[src/rtl/dac_tc_pkg.sv]
package dac_tc_pkg;

    localparam int N_TMR    = 4;
    localparam int N_PWM    = 2;
    localparam int N_SRC    = 2 + N_TMR + N_PWM;
    localparam int ADDR_W   = 3;
    localparam int CTRL_W   = 11;

    localparam logic [ADDR_W-1:0] ADR_CTRL  = 3'd0;
    localparam logic [ADDR_W-1:0] ADR_DATA  = 3'd1;
    localparam logic [ADDR_W-1:0] ADR_STAT  = 3'd2;
    localparam logic [ADDR_W-1:0] ADR_SWTRG = 3'd3;
    localparam logic [ADDR_W-1:0] ADR_DLY   = 3'd4;

    // start source selection when triggering is enabled
    typedef enum logic [2:0] {
        SRC_SW   = 3'd0,
        SRC_PIN  = 3'd1,
        SRC_TMR0 = 3'd2,
        SRC_TMR1 = 3'd3,
        SRC_TMR2 = 3'd4,
        SRC_TMR3 = 3'd5,
        SRC_PWM0 = 3'd6,
        SRC_PWM1 = 3'd7
    } src_sel_e;

    // detection of the synchronized external pin
    typedef enum logic [1:0] {
        PIN_LOW  = 2'd0,
        PIN_HIGH = 2'd1,
        PIN_FALL = 2'd2,
        PIN_RISE = 2'd3
    } pin_mode_e;

    typedef enum logic {
        CV_IDLE   = 1'b0,
        CV_SETTLE = 1'b1
    } conv_state_e;

    // control word, bit 0 at the bottom
    typedef struct packed {
        logic      left_align;  // [10]
        pin_mode_e pin_mode;    // [9:8]
        logic      rsvd;        // [7]
        src_sel_e  src;         // [6:4]
        logic      trig_en;     // [3]
        logic      dma_en;      // [2]
        logic      udr_ie;      // [1]
        logic      done_ie;     // [0]
    } ctrl_t;

    localparam logic [CTRL_W-1:0] CTRL_WMASK = 11'h77F;

endpackage

[src/rtl/dac_trig_sel.sv]
module dac_trig_sel
    import dac_tc_pkg::*;
#(
    parameter int SYNC_STAGES = 2
) (
    input  logic             clk,
    input  logic             rst_n,
    input  ctrl_t            ctrl,
    input  logic             sw_pulse,
    input  logic             data_wr,
    input  logic             pin_raw,
    input  logic [N_TMR-1:0] tmr,
    input  logic [N_PWM-1:0] pwm,
    output logic             trig_evt,
    output logic             hw_evt
);

    logic [SYNC_STAGES-1:0] sync_q;
    logic                   pin_prev_q;
    logic                   pin_s;
    logic                   pin_evt;
    logic [N_SRC-1:0]       src_vec;

    // metastability chain for the asynchronous pin
    always_ff @(posedge clk or negedge rst_n) begin
        if (!rst_n) begin
            sync_q     <= '0;
            pin_prev_q <= 1'b0;
        end else begin
            sync_q     <= {sync_q[SYNC_STAGES-2:0], pin_raw};
            pin_prev_q <= sync_q[SYNC_STAGES-1];
        end
    end

    assign pin_s = sync_q[SYNC_STAGES-1];

    always_comb begin
        unique case (ctrl.pin_mode)
            PIN_LOW:  pin_evt = !pin_s;
            PIN_HIGH: pin_evt = pin_s;
            PIN_FALL: pin_evt = pin_prev_q && !pin_s;
            PIN_RISE: pin_evt = !pin_prev_q && pin_s;
        endcase
    end

    assign src_vec[0] = sw_pulse;
    assign src_vec[1] = pin_evt;

    for (genvar t = 0; t < N_TMR; t++) begin : g_tmr
        assign src_vec[2+t] = tmr[t];
    end

    for (genvar p = 0; p < N_PWM; p++) begin : g_pwm
        assign src_vec[2+N_TMR+p] = pwm[p];
    end

    always_comb begin
        if (ctrl.trig_en) begin
            trig_evt = src_vec[ctrl.src];
            hw_evt   = src_vec[ctrl.src] && (ctrl.src != SRC_SW);
        end else begin
            trig_evt = data_wr;
            hw_evt   = 1'b0;
        end
    end

endmodule

[src/rtl/dac_dma_track.sv]
module dac_dma_track (
    input  logic clk,
    input  logic rst_n,
    input  logic hw_accept,
    input  logic dma_ack,
    input  logic udr_clr,
    output logic dma_req,
    output logic udr_flag,
    output logic block
);

    // a new hardware trigger while the last request is unserviced
    assign block = hw_accept && dma_req && !dma_ack;

    always_ff @(posedge clk or negedge rst_n) begin
        if (!rst_n) begin
            dma_req  <= 1'b0;
            udr_flag <= 1'b0;
        end else begin
            if (hw_accept && !block) begin
                dma_req <= 1'b1;
            end else if (dma_ack) begin
                dma_req <= 1'b0;
            end

            if (block) begin
                udr_flag <= 1'b1;
            end else if (udr_clr) begin
                udr_flag <= 1'b0;
            end
        end
    end

endmodule

[src/rtl/dac_conv_fsm.sv]
module dac_conv_fsm
    import dac_tc_pkg::*;
#(
    parameter int DLY_W  = 8,
    parameter int CODE_W = 12
) (
    input  logic              clk,
    input  logic              rst_n,
    input  logic              start,
    input  logic [DLY_W-1:0]  delay,
    input  logic [CODE_W-1:0] hold_code,
    output logic              busy,
    output logic              done,
    output logic [CODE_W-1:0] code_q
);

    conv_state_e      state_q, state_d;
    logic [DLY_W-1:0] cnt_q;
    logic             last;

    // state register, settle counter and output latch
    always_ff @(posedge clk or negedge rst_n) begin
        if (!rst_n) begin
            state_q <= CV_IDLE;
            cnt_q   <= '0;
            code_q  <= '0;
        end else begin
            state_q <= state_d;
            unique case (state_q)
                CV_IDLE: begin
                    if (start) begin
                        cnt_q <= (delay == '0) ? DLY_W'(1) : delay;
                    end
                end
                CV_SETTLE: begin
                    if (last) begin
                        code_q <= hold_code;
                    end else begin
                        cnt_q <= cnt_q - DLY_W'(1);
                    end
                end
            endcase
        end
    end

    // next state and outputs
    always_comb begin
        state_d = state_q;
        busy    = 1'b0;
        last    = 1'b0;
        unique case (state_q)
            CV_IDLE: begin
                if (start) state_d = CV_SETTLE;
            end
            CV_SETTLE: begin
                busy = 1'b1;
                last = (cnt_q == DLY_W'(1));
                if (last) state_d = CV_IDLE;
            end
        endcase
        done = last;
    end

endmodule

[src/rtl/dac_trig_ctl.sv]
module dac_trig_ctl
    import dac_tc_pkg::*;
#(
    parameter int DATA_W      = 32,
    parameter int CODE_W      = 12,
    parameter int DLY_W       = 8,
    parameter int DLY_RST     = 8,
    parameter int SYNC_STAGES = 2
) (
    input  logic              clk,
    input  logic              rst_n,
    input  logic              reg_we,
    input  logic [ADDR_W-1:0] reg_addr,
    input  logic [DATA_W-1:0] reg_wdata,
    output logic [DATA_W-1:0] reg_rdata,
    input  logic              ext_pin,
    input  logic [N_TMR-1:0]  tmr_trig,
    input  logic [N_PWM-1:0]  pwm_trig,
    input  logic              dma_ack,
    output logic              dma_req,
    output logic              irq,
    output logic              conv_busy,
    output logic [CODE_W-1:0] dac_code
);

    localparam int LEFT_LSB = 4;
    localparam int BUSY_BIT = 8;

    ctrl_t             ctrl_q;
    logic [DATA_W-1:0] data_q;
    logic [DLY_W-1:0]  dly_q;
    logic              fin_q;
    logic              udr_q;

    logic              wr_ctrl, wr_data, wr_stat, wr_dly, sw_pulse;
    logic              trig_evt, hw_evt, accept, hw_accept, block, start, done;
    logic [CODE_W-1:0] hold_code;

    assign wr_ctrl  = reg_we && (reg_addr == ADR_CTRL);
    assign wr_data  = reg_we && (reg_addr == ADR_DATA);
    assign wr_stat  = reg_we && (reg_addr == ADR_STAT);
    assign wr_dly   = reg_we && (reg_addr == ADR_DLY);
    assign sw_pulse = reg_we && (reg_addr == ADR_SWTRG) && reg_wdata[0];

    always_ff @(posedge clk or negedge rst_n) begin
        if (!rst_n) begin
            ctrl_q <= '0;
            data_q <= '0;
            dly_q  <= DLY_W'(DLY_RST);
            fin_q  <= 1'b0;
        end else begin
            if (wr_ctrl) ctrl_q <= ctrl_t'(reg_wdata[CTRL_W-1:0] & CTRL_WMASK);
            if (wr_data) data_q <= reg_wdata;
            if (wr_dly)  dly_q  <= reg_wdata[DLY_W-1:0];
            if (done) begin
                fin_q <= 1'b1;
            end else if (wr_stat && reg_wdata[0]) begin
                fin_q <= 1'b0;
            end
        end
    end

    assign hold_code = ctrl_q.left_align ? data_q[LEFT_LSB +: CODE_W]
                                         : data_q[CODE_W-1:0];

    dac_trig_sel #(
        .SYNC_STAGES(SYNC_STAGES)
    ) u_sel (
        .clk     (clk),
        .rst_n   (rst_n),
        .ctrl    (ctrl_q),
        .sw_pulse(sw_pulse),
        .data_wr (wr_data),
        .pin_raw (ext_pin),
        .tmr     (tmr_trig),
        .pwm     (pwm_trig),
        .trig_evt(trig_evt),
        .hw_evt  (hw_evt)
    );

    assign accept    = trig_evt && !conv_busy;
    assign hw_accept = accept && hw_evt && ctrl_q.dma_en;
    assign start     = accept && !block;

    dac_dma_track u_dma (
        .clk      (clk),
        .rst_n    (rst_n),
        .hw_accept(hw_accept),
        .dma_ack  (dma_ack),
        .udr_clr  (wr_stat && reg_wdata[1]),
        .dma_req  (dma_req),
        .udr_flag (udr_q),
        .block    (block)
    );

    dac_conv_fsm #(
        .DLY_W (DLY_W),
        .CODE_W(CODE_W)
    ) u_fsm (
        .clk      (clk),
        .rst_n    (rst_n),
        .start    (start),
        .delay    (dly_q),
        .hold_code(hold_code),
        .busy     (conv_busy),
        .done     (done),
        .code_q   (dac_code)
    );

    assign irq = (ctrl_q.done_ie && fin_q) || (ctrl_q.udr_ie && udr_q);

    always_comb begin
        reg_rdata = '0;
        unique case (reg_addr)
            ADR_CTRL: reg_rdata = DATA_W'(ctrl_q);
            ADR_DATA: reg_rdata = data_q;
            ADR_STAT: begin
                reg_rdata[0]        = fin_q;
                reg_rdata[1]        = udr_q;
                reg_rdata[BUSY_BIT] = conv_busy;
            end
            ADR_DLY:  reg_rdata = DATA_W'(dly_q);
            default:  reg_rdata = '0;
        endcase
    end

endmodule

[config.mk]
export PLATFORM = sky130hd
export DESIGN_NAME = dac_trig_ctl
export DESIGN_NICKNAME = d
export VERILOG_FILES = /design/src/rtl/dac_tc_pkg.sv /design/src/rtl/dac_trig_sel.sv /design/src/rtl/dac_dma_track.sv /design/src/rtl/dac_conv_fsm.sv /design/src/rtl/dac_trig_ctl.sv
export SDC_FILE = /design/constraint.sdc
export NUM_CORES = 1
export LEC_CHECK = 0
export BUFFER_PORTS_ARGS = -buffer_cell sky130_fd_sc_hd__buf_2
export CAP_MARGIN = 20
export CORE_ASPECT_RATIO = 0.75
export CORE_UTILIZATION = 50
export CTS_CLUSTER_SIZE = 28
export DETAILED_ROUTE_END_ITERATION = 10
export PLACE_DENSITY = 0.79
export REMOVE_ABC_BUFFERS = 1
export SETUP_SLACK_MARGIN = 0.5
export SLEW_MARGIN = 20
export SYNTH_ARGS = -nofsm -noshare
export SYNTH_HDL_FRONTEND = slang
export SYNTH_SLANG_ARGS = --single-unit
[constraint.sdc]
create_clock -name clk -period 2.2 [get_ports clk]
set_clock_uncertainty 0.15 [all_clocks]
set_input_delay 0.44 -clock clk [delete_from_list [all_inputs] [get_ports clk]]
set_output_delay 0.44 -clock clk [all_outputs]
set_load 0.03 [all_outputs]
Yosys cells after proc, flatten, opt, wreduce, memory -nomap -nowiden
Index checks and enable logic that the tools add are counted.
{"block": "totals", "reg_bits": 77}
{"block": "op_classes", "n_addsub": 1, "order_cmp": 1, "n_eq_ne": 10, "n_mux": 25, "bitwise_logic": 1, "n_reduce_logical": 35}
{"op": "23-bit case mux with 2 select lines", "n": 1}
{"op": "8-bit 2-to-1 mux", "n": 3}
{"op": "1-bit logical AND", "n": 20}
{"op": "6-bit case mux with 3 select lines", "n": 1}
{"op": "8-bit case mux with 2 select lines", "n": 1}
{"op": "1-bit 2-to-1 mux", "n": 13}
{"op": "12-bit 2-to-1 mux", "n": 1}
{"op": "8-bit by 1-bit equality test with 1-bit output, second input constant", "n": 1}
{"op": "8-bit zero test", "n": 1}
{"op": "2-bit case mux with 4 select lines", "n": 1}
{"op": "8-bit by 1-bit subtractor with 8-bit output, second input constant", "n": 1}
{"op": "3-bit by 2-bit equality test with 1-bit output, second input constant", "n": 2}
{"op": "2-bit nonzero test", "n": 3}
{"op": "1-bit zero test", "n": 5}
{"op": "2-bit equality test, second input constant", "n": 2}
{"op": "3-bit by 4-bit less-than comparator with 1-bit output, second input constant", "n": 1}
{"op": "2-bit inequality test, second input constant", "n": 2}
{"op": "1-bit case mux with 4 select lines", "n": 1}
{"op": "2-bit AND reduction", "n": 2}
{"op": "1-bit binary-select mux with 3-bit select", "n": 1}
{"op": "3-bit by 1-bit equality test with 1-bit output, second input constant", "n": 1}
{"op": "3-bit equality test, second input constant", "n": 1}
{"op": "3-bit zero test", "n": 1}
{"op": "1-bit case mux with 3 select lines", "n": 1}
{"op": "6 further kinds", "n": 6}

Longest topological paths before layout
Gate-level depths: netlist of the first run.
{"block": "depth", "ltp_word": 15, "depth_mapped": 8, "ltp_nobuf": 7}

By module
From an unflattened synthesis of the first run, not the netlist that was laid out.
{"block": "hier_totals", "cells_unflattened": 323, "hier_area_um2": 4022.6}
{"module": "dac_trig_ctl", "instances": 1, "cells_per_inst": 204, "area_per_inst_um2": 2700.1, "seq_area_each_um2": 1277.5}
{"module": "dac_conv_fsm", "instances": 1, "cells_per_inst": 91, "area_per_inst_um2": 1043.5, "seq_area_each_um2": 525.5}
{"module": "dac_trig_sel", "instances": 1, "cells_per_inst": 21, "area_per_inst_um2": 197.7, "seq_area_each_um2": 75.1}
{"module": "dac_dma_track", "instances": 1, "cells_per_inst": 7, "area_per_inst_um2": 81.3, "seq_area_each_um2": 50.0}

Worst setup path after synthesis of the first run
Ideal clock, no wire load.
{"block": "synth_path", "kind": "input-to-output", "start": "in reg_addr[0]", "end": "out reg_rdata[10]", "arrival_ps": 1796, "slack_ps": -186, "path_stages": 4, "cell_sequence": "buf_2 buf_1 mux2i_1 nor3_1"}
{"block": "synth_via", "elab_chain_len": 2, "word_cells_on_any_way": 3}
{"element": "start: declaration", "line_no": "dac_trig_ctl.sv:13", "text": "input logic [ADDR_W-1:0] reg_addr,"}
{"element": "3-bit by 1-bit equality test with 1-bit output / 3-bit zero test (equally long branches)", "line_no": "dac_trig_ctl.sv:114", "text": "unique case (reg_addr)"}
{"element": "23-bit case mux with 2 select lines *", "line_no": "dac_trig_ctl.sv:114"}
{"element": "end: declaration", "line_no": "dac_trig_ctl.sv:15", "text": "output logic [DATA_W-1:0] reg_rdata,"}
Mark *: on every way between the ends. The rest lies on a longest branch, timed or not.

Worst setup path after layout of the first run
{"block": "layout_path", "start": "reg ctrl_q[8] (netlist name)", "end": "reg u_fsm.cnt_q[6]"}
{"block": "layout_via", "elab_chain_len": 14, "word_cells_on_any_way": 19}
{"element": "start: declaration", "line_no": "dac_trig_ctl.sv:29", "text": "ctrl_t ctrl_q;"}
{"element": "start signal: assignment", "line_no": "dac_trig_ctl.sv:52", "text": "if (wr_ctrl) ctrl_q <= ctrl_t'(reg_wdata[CTRL_W-1:0] & CTRL_WMASK);"}
{"element": "2-bit equality test (tied with other cells)", "line_no": "dac_trig_sel.sv:38", "text": "unique case (ctrl.pin_mode)"}
{"element": "1-bit case mux with 4 select lines *", "line_no": "dac_trig_sel.sv:38"}
{"element": "1-bit binary-select mux with 3-bit select *", "line_no": "dac_trig_sel.sv:59, dac_trig_sel.sv:60"}
{"element": "1-bit 2-to-1 mux (not written as such) *", "line_no": "dac_trig_sel.sv:59, dac_trig_sel.sv:60"}
{"element": "1-bit 2-to-1 mux / 1-bit logical AND (equally long branches)", "line_no": "dac_trig_sel.sv:58, dac_trig_sel.sv:60"}
{"element": "1-bit logical AND / 1-bit 2-to-1 mux (equally long branches)", "line_no": "dac_trig_ctl.sv:81, dac_trig_sel.sv:58"}
{"element": "1-bit logical AND (2 in a row)", "line_no": "dac_trig_ctl.sv:82", "text": "assign hw_accept = accept && hw_evt && ctrl_q.dma_en;"}
{"element": "1-bit logical AND (2 in a row)", "line_no": "dac_dma_track.sv:13", "text": "assign block = hw_accept && dma_req && !dma_ack;"}
{"element": "1-bit zero test", "line_no": "dac_trig_ctl.sv:83", "text": "assign start = accept && !block;"}
{"element": "1-bit logical AND *", "line_no": "dac_trig_ctl.sv:83"}
{"element": "2-bit inequality test (no source line) *"}
{"element": "2-bit AND reduction (no source line) *"}
{"element": "end signal: assignment", "line_no": "dac_conv_fsm.sv:32", "text": "cnt_q <= (delay == '0) ? DLY_W'(1) : delay;"}
{"element": "end signal: assignment", "line_no": "dac_conv_fsm.sv:39", "text": "cnt_q <= cnt_q - DLY_W'(1);"}
{"element": "end: declaration", "line_no": "dac_conv_fsm.sv:18", "text": "logic [DLY_W-1:0] cnt_q;"}
Mark *: on every way between the ends. The rest lies on a longest branch, timed or not. The select of a mux whose other input is x is not followed.
A chain may end at the register's enable or synchronous reset.

==> impl_metrics.py, run 1 <==
metrics = {
    "setup_path": {
        "path_cells": "a21boi_1 > a22o_1 > a2111o_1 > and2_4 > o311a_1",
        "critPathCaptureType": "register",
        "crit_required_ns": 2.30,
        "crit_arrival_ns": 2.12,
        "path_class": "register to register",
        "path_max_fanout": 6,
        "cp-start-kind": "register",
        "r2r_cells": 5,
        "critPathSlowestCell": "a2111o_1",
        "max_stage_delay_ns": 0.46,
    },
    "global_route": {
        "grt_pass1_vias": 3882,
        "antenna_found_initial": 0,
        "grt_overflow_total": 0,
        "grt_pass1_wl_um": 20000,
        "track_usage_pct": 31.68,
        "grt_max_degree": 36,
    },
    "die": {
        "die_w_um": 105.5,
        "core_area_um2": 7567,
        "die_h_um": 79.60,
        "pin_count": 93,
        "die_area_um2": 8394,
        "fp-row-count": 27,
        "start_util_pct": 53.04,
    },
    "sta": {
        "fin_crit_ns": 2.025,
        "hold-worst-slack_ns": 0.04280,
        "clock.fmax_mhz": 493.9,
        "hold_viol_final": 0,
        "min_period_over_period_pct": 92.03,
        "maxSlewViolCount": 0,
        "layout_setup_ws_ns": 0.1753,
        "worst_slew_pin_slew_ns": 0.4713,
        "rsz0062_at_grt": "yes",
        "setup_viol": 0,
        "slew_headroom_pct": 68.29,
    },
    "power": {
        "powerDensity_nw_per_um2": 984.5,
        "switching_share_pct": 40.19,
        "ir_worst_vdd_mv": 0.5815,
        "p_clk_share_pct": 17.0,
        "leakagePower_nw": 2.754,
        "p_comb_share_pct": 45.7,
        "switchingPower_mw": 2.374,
        "p_int_mw": 3.533,
        "power_mw": 5.907,
        "p_seq_share_pct": 37.3,
    },
    "cts": {
        "clkTransAtPathRegs_ns": 0.09,
        "cts_buffers": 9,
        "cts_sinks": 77,
        "htree_num_levels": 3,
        "tritoncts": "yes",
        "clock_path_buffers": 2,
        "worstSkewPairLatency_ns": 0.36,
        "root_buffer": "clkbuf_8",
    },
    "detailed_routing": {
        "drtIter0Drc": 224,
        "routed_via_density": 5.946,
        "drc": 0,
        "ant_nets": 0,
        "wl_per_cell_um": 20.85,
        "dr_total_vias": 3722,
        "routed_wl_um": 13050,
        "firstDrtPassIters": 6,
    },
    "logic_synthesis": {
        "synth_top_area_share_pct": 47.38,
        "ys_types": 54,
        "netlist_instances": 365,
        "synth_ff_type": "dfrtp_1",
        "ys_seq_area_share_pct": 48.04,
        "synth_area_per_cell_um2": 11.00,
        "ys_async_sr_fraction_pct": 100.0,
        "synth_edf_count": 0,
        "synth_area_leader_cell": "dfrtp_1",
        "synthTopCellsByArea": "dfrtp_1 47%, mux2_2 14%, mux2i_1 7.5%",
        "yosys_warnings": 0,
        "synth_area_um2": 4014,
        "synth-seq-cells": 77,
    },
    "final_layout": {
        "n_antenna_cell": 0,
        "final-instance-count-excl-fill": 626,
        "synthToLayoutAreaGrowth_pct": 49.47,
        "final_nets": 568,
        "drive_gt1_share_pct": 60.95,
        "final_util_pct": 79.28,
    },
    "job": {
        "drv_cap": 0,
    },
    "min_path": {
        "min_path_cells": 1,
        "hold_class": "primary input to register",
    },
    "placed_design": {
        "dp_hpwl_um": 7448,
        "dp_cells": 568,
        "place.port_buffers": 92,
        "post-place-ws_ns": 0.05588,
        "gp_congestion": 0.9013,
    },
    "status": {
        "status": "finished clean",
    },
}
-- cells in the final DEF, fill, tap and decap left out, drive strengths merged, types with 6 or more instances in the layout --
cell type    n
a21oi       12
and2        22
buf        164
clkbuf      10
dfrtp       76
inv          7
mux2        52
mux2i       30
nand2       28
nand2b       6
nor2        26
nor2b        7
nor3         8
o21ai       18
-- routing by layer --
| layer | GRT usage, % | wire length (um) | vias up |
|---|---|---|---|
| li1 | - | - | 1629 |
| met3 | 8.735 | 1200 | 29 |
| met5 | 0 | 0 | - |
| met2 | 52.24 | 6309 | 191 |
| met1 | 40.19 | 5261 | 1873 |
| met4 | 11.55 | 278 | 0 |
-- final cells by class --
| class | instances | area, um2 |
|---|---|---|
| Clock buffer | 10 | 127.6 |
| Clock inverter | 6 | 47.55 |
| Fill cell | 429 | 1568 |
| Inverter | 5 | 18.77 |
| Multi-Input combinational cell | 262 | 2342 |
| Sequential cell | 77 | 1936 |
| Tap cell | 101 | 126.4 |
| Timing Repair Buffer | 165 | 1401 |
-- power groups by stage --
stage	sequential, mW	clock (mW)	combinational, mW
after floorplan	2.34	0	1.03
after global placement	2.15	0	1.87
after detailed placement	2.17	0	1.91
after CTS	2.16	1.01	2.37
after global routing	2.24	1.08	2.87
final	2.20	1.00	2.70
-- registers in the layout, summed over array words and instances (netlist names) --
name,cells
data_q,32
u_fsm.code_q,12
ctrl_q,10
dly_q,8
u_fsm.cnt_q,8
u_sel.sync_q,2
fin_q,1
u_dma.dma_req,1
u_dma.udr_flag,1
u_fsm.state_q,1
u_sel.pin_prev_q,1
-- critical path, delay by kind of cell (launching register included) --
kind / cells / cell delay, ns
DFF: 1 / 0.41
AOI/OAI and AO/OA: 4 / 1.15
and+or+nand+nor: 1 / 0.21
-- path summary, 6_finish.rpt --
kind	startpoint	end	slack, ns
hold reg to reg	u_sel.sync_q[0]	u_sel.sync_q[1]	0.21
setup / recovery	ctrl_q[8]	u_fsm.cnt_q[6]	0.18
setup reg to reg	ctrl_q[8]	u_fsm.cnt_q[6]	0.18
hold / removal	ext_pin	u_sel.sync_q[0]	0.04
min in group asynchronous	rst_n	dly_q[0]	0.43
max in group asynchronous	rst_n	u_sel.sync_q[0]	0.86
-- Yosys cell counts, types with 2 or more instances --
library cell / instances
xnor2_1: 3
nand2_1: 27
a22oi_1: 2
a21oi_1: 12
inv_1: 5
ha_1: 2
nor3b_1: 2
o21ai_0: 11
a22o_1: 2
nand3_1: 2
o211ai_1: 3
nand4_1: 4
buf_1: 3
mux2i_1: 30
o21ai_1: 7
clkbuf_1: 6
o32ai_1: 3
nand2b_1: 6
a211oi_1: 5
and2_1: 21
nor3_1: 6
dfrtp_1: 76
nor2_1: 26
buf_6: 3
o31ai_1: 3
o311a_1: 2
nor2b_1: 7
mux2_2: 51
a2bb2oi_1: 2
buf_2: 9
-- per-stage QoR --
step                      area [um2]  setup TNS (ns)
after floorplan                 3894         -119.41
after global placement          4763               0
after detailed placement        4763               0
after CTS                       5754               0
after global routing            6000               0
final                           6000               0
-- kinds of logic (layout without fill, tap and decap cells) --
| group | count (synthesis) | count (layout) | share of synthesized area (%) |
|---|---|---|---|
| AOI/OAI and AO/OA | 62 | 63 | 10.38 |
| buffers and inverters | 27 | 186 | 3.460 |
| adders and majority gates | 2 | 2 | 0.6233 |
| muxes | 82 | 82 | 22.16 |
| and+or+nand+nor | 112 | 112 | 14.68 |
| xor gates and xnor gates | 3 | 3 | 0.6547 |
| DFF | 77 | 77 | 48.04 |
-- timing repair --
action                     4_1_cts  5_1_grt
hold endpoints to repair        30        0
gates cloned                     7        0
gates resized for setup        158       41
hold buffers                     1        0
pin swaps                       46       15
setup endpoints to repair       58       81
setup buffers                   26        8
No activity file was read; power rests on OpenSTA's default activity.
==> inputs of run 2 (changes only) <==
CORE_UTILIZATION = 36   (was 50)
PLACE_DENSITY = 0.61   (was 0.79)
==> impl_metrics.py, run 2 (synthesis gave the netlist of run 1 again) <==
metrics = {
    "global_route": {
        "antenna_found_initial": 0,
        "grt_pass1_wl_um": 19120,
        "grt_max_degree": 42,
        "grt_pass1_vias": 3618,
        "track_usage_pct": 22.30,
        "grt_overflow_total": 0,
    },
    "status": {
        "status": "finished clean",
    },
    "final_layout": {
        "final_common_cell": "dfrtp_1",
        "multi_input_area_um2": 2243,
        "final_util_pct": 58.14,
        "ff_latch_area_um2": 1934,
        "top_regs": "data_q x32, u_fsm.code_q x12, ctrl_q x10",
        "drive_gt1_share_pct": 57.39,
        "largest_reg_flops": 32,
        "synthToLayoutAreaGrowth_pct": 53.12,
        "final-instance-count-excl-fill": 664,
        "final_cell_mix": "71 x dfrtp_1, 61 x buf_4, 54 x buf_2",
        "final_cell_area_um2": 6146,
        "n_antenna_cell": 0,
        "final_nets": 571,
        "regMostFlops": "data_q",
        "fill_cells": 902,
    },
    "sta": {
        "slew_headroom_pct": 61.00,
        "min_period_over_period_pct": 94.86,
        "rsz0062_at_grt": "yes",
        "maxSlewViolCount": 0,
        "hold_viol_final": 0,
        "fin_crit_ns": 2.087,
        "worst_slew_pin_slew_ns": 0.5850,
        "setup_viol": 0,
        "tns_ns": 0,
        "clock.fmax_mhz": 479.2,
    },
    "die": {
        "pin_count": 93,
        "fp-row-count": 32,
        "die_h_um": 93.45,
        "start_util_pct": 37.97,
        "die_w_um": 123.9,
        "die_area_um2": 11580,
        "core_area_um2": 10570,
    },
    "setup_path": {
        "path_class": "register to register",
        "cp-start-kind": "register",
        "critPathBufInv": 2,
        "path_cells": "or4_4 > nor3_4 > buf_6 > nand2_2 > buf_12 > nand2_1 > o21ai_1",
        "r2r_setup_slack_ns": 0.11,
        "r2r_cells": 7,
        "path_max_fanout": 26,
        "max_stage_delay_ns": 0.58,
        "crit_required_ns": 2.27,
        "crit_arrival_ns": 2.16,
        "r2r_start": "u_fsm.cnt_q[6]",
        "cpLargestDelayFamily": "simple AND/OR/NAND/NOR gates",
        "critPathCaptureType": "register",
        "worstReg2RegEnd": "u_fsm.code_q[11]",
        "critPathSlowestCell": "or4_4",
    },
    "cts": {
        "htree_num_levels": 3,
        "clkTransAtPathRegs_ns": 0.07,
        "clock_path_buffers": 2,
        "cts_buffers": 9,
        "root_buffer": "clkbuf_16",
        "worstSkewPairLatency_ns": 0.34,
        "cts_sinks": 77,
        "tritoncts": "yes",
    },
    "placed_design": {
        "dp_hpwl_um": 7833,
        "placed_area_um2": 4825,
        "dp_cells": 602,
        "place.port_buffers": 92,
        "gp_congestion": 0.8354,
    },
    "detailed_routing": {
        "firstDrtPassIters": 4,
        "wl_per_cell_um": 18.78,
        "routed_wl_um": 12470,
        "routed_via_density": 5.215,
        "ant_nets": 0,
        "dr_total_vias": 3463,
        "drtIter0Drc": 127,
        "drc": 0,
    },
    "power": {
        "powerDensity_nw_per_um2": 1026,
        "ir_worst_vdd_mv": 0.5741,
        "leakagePower_nw": 2.841,
    },
    "min_path": {
        "hold_class": "primary input to register",
        "min_path_cells": 1,
        "min_from": "ext_pin",
        "hold-path-endpoint": "u_sel.sync_q[0]",
    },
    "job": {
        "drv_cap": 0,
    },
}
## run 2: worst max-delay path by stage
stage | from | end | depth (start not counted)
CTS | ctrl_q[6] | reg_rdata[6] | 6
global route | u_fsm.cnt_q[6] | u_fsm.code_q[4] | 7
floorplan | reg_addr[1] | u_fsm.cnt_q[3] | 4
detailed placement | reg_addr[1] | u_fsm.cnt_q[4] | 6
finish | u_fsm.cnt_q[6] | u_fsm.code_q[11] | 7
global placement | reg_addr[1] | u_fsm.cnt_q[4] | 6
## run 2: area by class of cell
type                            count  share of cell area, %
Clock buffer                        9                  3.664
Clock inverter                      7                  1.710
Inverter                            5                 0.3054
Multi-Input combinational cell    261                  36.50
Sequential cell                    77                  31.47
Tap cell                          136                  2.769
Timing Repair Buffer              169                  23.57
## run 2: per-layer routing
| layer | GRT usage [%] | vias up | part of all wire [%] |
|---|---|---|---|
| met4 | 5.159 | 0 | 0.96 |
| met1 | 29.86 | 1703 | 45 |
| met3 | 6.646 | 8 | 7.7 |
| li1 | - | 1620 | - |
| met2 | 35.28 | 132 | 46 |
| met5 | 0 | - | 0 |
## run 2: power by group
group	switching (mW)	total (mW)	internal, mW
sequential	0.320	2.14	1.82
combinational	1.30	2.52	1.22
clock	0.632	1.64	1.01
## run 2: what timing repair did
action,CTS,global route
pin swaps,38,19
endpoints found under the setup margin,81,87
gates cloned,6,1
hold buffers,1,0
buffers inserted,17,21
hold endpoints to repair,39,0
resized for setup,150,21
## run 2: stage by stage
stage	power, mW	hold WS, ns	worst slack, ns
floorplan	3.375	-0.005591	-3.288
global route	6.649	0.03810	0.09686
finish	6.305	0.05498	0.1131
global placement	4.075	0.1960	0.03526
CTS	6.119	0.04354	0.1697
detailed placement	4.122	0.1958	0.01718
==> inputs of run 3 (changes only) <==
MAX_ROUTING_LAYER = met4   (was unset)
==> impl_metrics.py, run 3 (synthesis gave the netlist of run 1 again) <==
metrics = {
    "global_route": {
        "grt_pass1_wl_um": 18900,
        "grt_max_degree": 38,
        "grt_overflow_total": 0,
        "antenna_found_initial": 0,
        "grt_pass1_vias": 3581,
        "track_usage_pct": 22.90,
    },
    "die": {
        "core_area_um2": 10570,
        "die_h_um": 93.45,
        "fp-row-count": 32,
        "die_area_um2": 11580,
        "start_util_pct": 37.97,
        "pin_count": 93,
        "die_w_um": 123.9,
    },
    "cts": {
        "worstSkewPairLatency_ns": 0.34,
        "clock_path_buffers": 2,
        "tritoncts": "yes",
        "htree_num_levels": 3,
        "cts_buffers": 9,
        "clkTransAtPathRegs_ns": 0.06,
        "cts_sinks": 77,
        "root_buffer": "clkbuf_16",
    },
    "sta": {
        "hold_viol_final": 0,
        "worst_slew_pin_slew_ns": 0.5247,
        "maxSlewViolCount": 0,
        "fin_crit_ns": 2.059,
        "min_period_over_period_pct": 93.59,
        "slew_headroom_pct": 65.02,
        "clock.fmax_mhz": 485.7,
        "rsz0062_at_grt": "yes",
        "tns_ns": 0,
        "layout_setup_ws_ns": 0.1410,
        "setup_viol": 0,
    },
    "detailed_routing": {
        "drtIter0Drc": 163,
        "drc": 0,
        "ant_nets": 0,
        "routed_via_density": 5.370,
        "dr_total_vias": 3501,
        "routed_wl_um": 12750,
        "wl_per_cell_um": 19.55,
        "firstDrtPassIters": 4,
    },
    "setup_path": {
        "critPathCaptureType": "register",
        "crit_arrival_ns": 2.13,
        "crit_required_ns": 2.27,
        "path_class": "register to register",
        "path_max_fanout": 3,
        "cp-start-kind": "register",
    },
    "power": {
        "powerDensity_nw_per_um2": 1015,
        "leakagePower_nw": 2.823,
        "ir_worst_vdd_mv": 0.6101,
    },
    "final_layout": {
        "n_antenna_cell": 0,
        "final_common_cell": "dfrtp_1",
        "final_util_pct": 57.85,
        "top_regs": "data_q x32, u_fsm.code_q x12, ctrl_q x10",
        "final_nets": 559,
        "synthToLayoutAreaGrowth_pct": 52.34,
        "largest_reg_flops": 32,
        "final_cell_mix": "71 x dfrtp_1, 54 x buf_2, 48 x buf_4",
        "drive_gt1_share_pct": 55.43,
        "regMostFlops": "data_q",
    },
    "job": {
        "drv_cap": 0,
    },
    "placed_design": {
        "gp_congestion": 0.8718,
        "post-place-ws_ns": 0.04264,
        "place.port_buffers": 92,
        "dp_hpwl_um": 7906,
    },
    "min_path": {
        "hold_class": "primary input to register",
    },
    "status": {
        "status": "finished clean",
    },
}
==> run 3: path summary, 6_finish.rpt <==
path                            slack, ns       startpoint  depth (start not counted)               to
worst min-delay path                 0.06          ext_pin                          1  u_sel.sync_q[0]
worst min register to register       0.20  u_sel.sync_q[0]                          0  u_sel.sync_q[1]
min in group asynchronous            0.48            rst_n                          2        ctrl_q[9]
max in group asynchronous            0.80            rst_n                          3        ctrl_q[5]
worst max register to register       0.14   u_fsm.cnt_q[6]                          6   u_fsm.cnt_q[4]
worst max-delay path                 0.14   u_fsm.cnt_q[6]                          6   u_fsm.cnt_q[4]
==> run 3: metal layers <==
metal | global-route usage, % | vias to the layer above | wire length, um
li1 | - | 1616 | -
met1 | 31.41 | 1743 | 6113
met2 | 33.33 | 132 | 5638
met3 | 6.890 | 10 | 904
met4 | 4.861 | 0 | 90
met5 | - | - | 0
==> run 3: area by class of cell <==
| class | count | area [um2] |
|---|---|---|
| clock inverters | 5 | 83.83 |
| clock buffers | 11 | 232.7 |
| inverters | 5 | 18.77 |
| fillers | 912 | 4456 |
| multi-input cells | 261 | 2272 |
| well taps | 136 | 170.2 |
| flip-flops and latches | 77 | 1934 |
| repair buffers | 157 | 1403 |
==> run 3: what timing repair did <==
item,in CTS,in global routing
hold buffers,1,0
cloned,5,4
endpoints found under the setup margin,77,83
buffers inserted,17,8
endpoints found under the hold margin,34,0
pin swaps,17,30
resized for setup,114,73
==> run 3: report_power, final <==
part | switching (mW) | internal, mW
Combinational | 1.26 | 1.18
Clock | 0.604 | 0.998
Sequential | 0.349 | 1.82
Total | 2.21 | 3.99
==> run 3: per-stage QoR <==
step	instance area, um2	hold slack, ns	instances	power, mW
final	6115	0.05868	652	6.206
after global routing	6115	0.05067	652	6.519
after CTS	5724	0.05551	640	5.958
after detailed placement	4817	0.1847	601	4.127
after global placement	4817	0.1912	601	4.074
after floorplan	3894	-0.005591	343	3.375
==> run 3: worst max-delay path, stage by stage (launching register included) <==
cell and delay [ns]:
dfrtp_1 0.38, or4_4 0.59, nor3_4 0.24, buf_4 0.16, buf_6 0.09, o32ai_2 0.06
a311o_1 0.27
